[src/rtl/mcyc_ctrl.sv]
module mcyc_ctrl (
  input  logic       clk,
  input  logic       rst,
  input  logic [5:0] opcode,
  output logic       mem_rd,
  output logic       mem_wr,
  output logic       addr_sel_data,
  output logic       ir_load,
  output logic       alu_a_sel,
  output logic [1:0] alu_b_sel,
  output logic [1:0] alu_op,
  output logic       pc_load,
  output logic       pc_load_if_zero,
  output logic [1:0] pc_src,
  output logic       rf_we,
  output logic       rf_dst_sel,
  output logic       rf_wdata_sel
);

  localparam logic [5:0] OP_LD  = 6'b100011;
  localparam logic [5:0] OP_ST  = 6'b101011;
  localparam logic [5:0] OP_RR  = 6'b000000;
  localparam logic [5:0] OP_BEQ = 6'b000100;
  localparam logic [5:0] OP_JMP = 6'b000010;

  typedef enum logic [3:0] {
    ST_FETCH, ST_DECODE, ST_ADDR, ST_LDMEM, ST_LDWB,
    ST_STMEM, ST_REXEC, ST_RWB, ST_BR, ST_JMP
  } st_t;

  st_t st, st_nx;

  always_ff @(posedge clk) begin
    if (rst) st <= ST_FETCH;
    else     st <= st_nx;
  end

  always_comb begin
    st_nx = ST_FETCH;
    case (st)
      ST_FETCH:  st_nx = ST_DECODE;
      ST_DECODE: begin
        case (opcode)
          OP_LD, OP_ST: st_nx = ST_ADDR;
          OP_RR:        st_nx = ST_REXEC;
          OP_BEQ:       st_nx = ST_BR;
          OP_JMP:       st_nx = ST_JMP;
          default:      st_nx = ST_FETCH;
        endcase
      end
      ST_ADDR:   st_nx = (opcode == OP_LD) ? ST_LDMEM : ST_STMEM;
      ST_LDMEM:  st_nx = ST_LDWB;
      ST_REXEC:  st_nx = ST_RWB;
      default:   st_nx = ST_FETCH;
    endcase
  end

  assign mem_rd          = (st == ST_FETCH) || (st == ST_LDMEM);
  assign mem_wr          = (st == ST_STMEM);
  assign addr_sel_data   = (st == ST_LDMEM) || (st == ST_STMEM);
  assign ir_load         = (st == ST_FETCH);
  assign alu_a_sel       = (st == ST_ADDR) || (st == ST_REXEC) || (st == ST_BR);
  assign alu_b_sel       = (st == ST_FETCH)  ? 2'b01 :
                           (st == ST_DECODE) ? 2'b11 :
                           (st == ST_ADDR)   ? 2'b10 : 2'b00;
  assign alu_op          = (st == ST_REXEC) ? 2'b10 :
                           (st == ST_BR)    ? 2'b01 : 2'b00;
  assign pc_load         = (st == ST_FETCH) || (st == ST_JMP);
  assign pc_load_if_zero = (st == ST_BR);
  assign pc_src          = (st == ST_BR)  ? 2'b01 :
                           (st == ST_JMP) ? 2'b10 : 2'b00;
  assign rf_we           = (st == ST_LDWB) || (st == ST_RWB);
  assign rf_dst_sel      = (st == ST_RWB);
  assign rf_wdata_sel    = (st == ST_LDWB);

  a_r1_reset_fetch: assert property (@(posedge clk)
    rst |=> (ir_load && mem_rd && pc_load && !rf_we && !mem_wr));

  a_r2_fetch_to_decode: assert property (@(posedge clk) disable iff (rst)
    ir_load |=> (alu_b_sel == 2'b11 && !ir_load && !mem_rd));

  a_r3_decode_mem: assert property (@(posedge clk) disable iff (rst)
    (st == ST_DECODE && (opcode == OP_LD || opcode == OP_ST)) |=> (alu_b_sel == 2'b10 && alu_a_sel));

  a_r11_decode_unknown: assert property (@(posedge clk) disable iff (rst)
    (st == ST_DECODE && opcode != OP_LD && opcode != OP_ST && opcode != OP_RR &&
     opcode != OP_BEQ && opcode != OP_JMP) |=> ir_load);

  a_r5_ldmem_to_wb: assert property (@(posedge clk) disable iff (rst)
    (mem_rd && addr_sel_data) |=> (rf_we && rf_wdata_sel));

  a_r6_writeback_to_fetch: assert property (@(posedge clk) disable iff (rst)
    rf_we |=> ir_load);

  a_r7_store_to_fetch: assert property (@(posedge clk) disable iff (rst)
    mem_wr |=> ir_load);

  a_r8_exec_to_wb: assert property (@(posedge clk) disable iff (rst)
    (alu_op == 2'b10) |=> (rf_we && rf_dst_sel));

  a_r9_branch_to_fetch: assert property (@(posedge clk) disable iff (rst)
    pc_load_if_zero |=> ir_load);

  a_r10_jump_to_fetch: assert property (@(posedge clk) disable iff (rst)
    (pc_src == 2'b10) |=> ir_load);

  a_r12_no_rd_wr: assert property (@(posedge clk) disable iff (rst)
    !(mem_rd && mem_wr));

endmodule

[config.mk]
export PLATFORM = sky130hd
export DESIGN_NAME = mcyc_ctrl
export DESIGN_NICKNAME = d
export VERILOG_FILES = /design/src/rtl/mcyc_ctrl.sv
export SDC_FILE = /design/constraint.sdc
export NUM_CORES = 1
export LEC_CHECK = 0
export BUFFER_PORTS_ARGS = -buffer_cell sky130_fd_sc_hd__buf_2
export CORE_MARGIN = 1
export CORE_UTILIZATION = 30
export CTS_BUF_LIST = sky130_fd_sc_hd__clkbuf_4 sky130_fd_sc_hd__clkbuf_8
export DETAILED_ROUTE_END_ITERATION = 12
export PLACE_DENSITY = 0.61
export SLEW_MARGIN = 10
export SYNTH_ARGS = -nofsm -noshare
export SYNTH_HDL_FRONTEND = slang
export SYNTH_SLANG_ARGS = --single-unit
[constraint.sdc]
create_clock -name clk -period 2 [get_ports clk]
set_input_delay 0.4 -clock clk [delete_from_list [all_inputs] [get_ports clk]]
set_output_delay 0.4 -clock clk [all_outputs]
set_load 0.01 [all_outputs]
==> reports/qor_table.md <==
| Parameter | This run |
|:---|:---|
| Switch share | 26.5% |
| Placed insts | 94 |
| Post-layout utilization of the core | 42.8% |
| Kind of capture point of the worst setup path | primary output |
| Seq pwr share | 36.5% |
| Final number of hold-violating endpoints | 0 |
| Most frequent standard cell in the layout excluding fill and tap cells | buf_2 |
| Area of all placed cells without fillers | 564 µm² |
| # diodes | 0 |
| Register-to-register setup slack | 0.65 ns |
| Int Pwr | 0.175 mW |
| Top cells by area, synth | dfxtp_1, nor2_1, nor3_1, nor4_4, nand2b_1 |
| Unique masters post-synth | 31 |
| TritonCTS clock tree | done |
| Start point of the worst hold path | opcode[1] |
| Worst-case vdd ir drop | 0.304 mV |
| WL final | 942 µm |
| Worst path slowest cell | dfxtp_1 |
| Starting density of the core | 32.9% |
| CTS Buf Count | 3 |
| Combinational power share | 23.6% |
| Max Fanout on Critical Path | 14 |
| Root cell of the clock tree | clkbuf_4 |
| Detailed-routing iteration count for the pre-antenna-repair pass | 4 |
| Crit share post-route | 91.6% |
| Synthesized netlist cell count | 60 |
| Worst reg2reg startpoint | st[1] |
| Number of top-level pins | 24 |
| Die area | 1600 µm² |
| Hold buffer count at CTS | 0 |
| Share of the synthesized area in the top cell type | 18.5% |
| Worst setup timing slack at the placement stage | 0.408 ns |
| Number of standard cells in the final layout excluding fillers | 97 |
| Post-CTS resize count | 0 |
| Number of global-route vias before repair | 394 |
| Count of state elements after synthesis | 4 |
| Setup Fix Bufs, Post-CTS | 0 |
| DR DRC count | 0 |
| Timing-limited maximum frequency | 546 MHz |
| Ordered cell list for the critical path | nand2b_1 -> nand2_1 -> nor2_1 -> buf_2 |
| Slew at the pin closest to its max-slew limit | 0.420 ns |
| Max Slew Vio Count | 0 |
| Via count | 462 |
| Total of max-cap violations | 0 |
| Sequential-to-total area share from yosys stat | 18.5% |
| Chip Height | 40.0 µm |
| P per Cell Area | 421 nW/µm² |
| Clock transition time at the flip-flop clock pins of the worst setup and hold paths | 0.04 ns |
| Worst setup path startpoint | st[1] |
| Placement row count | 13 |
| RePlAce Congestion | 0.711 |
| Net count after synthesis | 68 |
| Area delta synth->final | 30.3% |
| CP peak stage delay | 0.57 ns |
| IO Port Bufs | 23 |
| Cell depth of the worst setup path | 4 |
| Summed negative setup slack over all endpoints | 0 ns |
| Flip-flop count of the largest register, all copies and words added | 4 |
| Setup Viol. Count Final | 0 |
| Remaining Overflow, GRT | 0 |
| Clock Latency Late Sink | 0.23 ns |
| Htree depth | 1 |
| Number of routed nets with antenna violations | 0 |
| Via/cell ratio | 4.76 |
| Top library cells by usage in the layout, fill and taps aside | buf_2, nor2_1, nor3_1, nand2_1, dfxtp_1 |
| GRT Util Overall | 13.6% |
| Post-placement cell area | 542 µm² |
| Status | completed |
| Data arrival at the endpoint of the critical path | 1.43 ns |
| Number of antenna violations at the first check in global routing | 0 |
| Largest registers | st (4) |
| Wire length of the first global-routing pass | 1.50 mm |
| Number of buffers and inverters on the critical path | 1 |
| Critical path's top delay family | flip-flops |
| Post-synthesis cell type with the largest combined area | dfxtp_1 |
| Horizontal die dimension | 40.0 µm |
| Clock Skew | 0.00273 ns |
| Startpoint-to-endpoint class of the critical path | reg -> out |
| Final total power | 0.238 mW |
| Hold Crit Class | in -> reg |
| Area of the core | 1320 µm² |
| Element type at the critical path start | register |
| CTS sink count | 4 |
| Final nets | 92 |
| Clock network fraction of total power | 39.9% |
| Worst-case setup margin in the final layout | 0.169 ns |
| RSZ-0062 raised after global routing | false |
| Worst reg2reg path depth | 4 |
| Worst EP required | 1.60 ns |
| Maximum clock insertion buffer count | 2 |
| Iteration-0 DRC Markers | 8 |
| Min cycle time layout | 1.83 ns |
| Top register by number of flip-flops | st |
| Combined area of all synthesized cells | 433 µm² |
| P_leak | 0.275 nW |
| P_sw | 0.0630 mW |
| Worst relative slew slack | 71.9% |
| Worst Hold Margin | 0.433 ns |
| Maximum number of pins on one net before global-route repair | 15 |
| Layout cell share with drive strength beyond 1 | 40.2% |
| Count of warnings emitted by yosys | 0 |
| Post-synthesis average cell area | 7.22 µm² |
| Average wire per standard cell | 9.71 µm |
| Worst hold path cell count | 2 |
## logic make-up (layout without fill, tap and decap cells)
| logic type | after synthesis | after routing | synth area share, % |
|---|---|---|---|
| buf+inv | 8 | 30 | 10.1 |
| simple gates | 35 | 35 | 46.5 |
| flops | 4 | 4 | 18.5 |
| compound gates | 9 | 9 | 16.2 |
| xor+xnor | 3 | 3 | 6.07 |
| mux | 1 | 1 | 2.60 |
## area by class of cell
| class | instances | area (µm²) |
|---|---|---|
| tap | 15 | 18.8 |
| multi-input combinational | 48 | 309 |
| sequential | 4 | 80.1 |
| inverter | 3 | 11.3 |
| fill | 148 | 753 |
| timing repair buffer | 24 | 123 |
| clock buffer | 3 | 22.5 |
## synthesized netlist by cell type
library cell,count
nor2_1,10
nor3_1,6
dfxtp_1,4
nand2_1,4
inv_1,3
nand2b_1,3
a21boi_1,2
buf_2,2
nor3b_1,2
nor4_1,2
xor2_1,2
a211oi_1,1
a21oi_1,1
a2bb2oi_1,1
and2_1,1
and3_1,1
and4_1,1
buf_4,1
buf_6,1
clkbuf_1,1
mux2_2,1
nand3_1,1
nand3_2,1
nor2b_1,1
nor4_4,1
o21ai_0,1
o21ai_1,1
o21bai_2,1
o22ai_2,1
or2_4,1
xnor2_1,1
## power groups by stage
stage               Sequential (mW)  Combinational [mW]  Clock [mW]
floorplan                    0.0854              0.0341           0
global placement             0.0878              0.0561           0
detailed placement           0.0879              0.0567           0
CTS                          0.0867              0.0567      0.0999
global route                 0.0871              0.0626       0.110
finish                       0.0867              0.0562      0.0947
## worst paths after layout
kind,to
worst max-delay path,rf_we
worst min-delay path,st[2]
worst max register to register,st[1]
worst min register to register,st[0]
## layer usage
layer	routed length (µm)	up-vias	GRT usage (%)	part of all wire, %
met4	0	0	0	0
met1	475	188	15.4	50
li1	-	254	-	-
met2	398	20	24.2	42
met5	0	-	0	0
met3	68	0	6.67	7.2
Power figures use the tool's default switching activity.
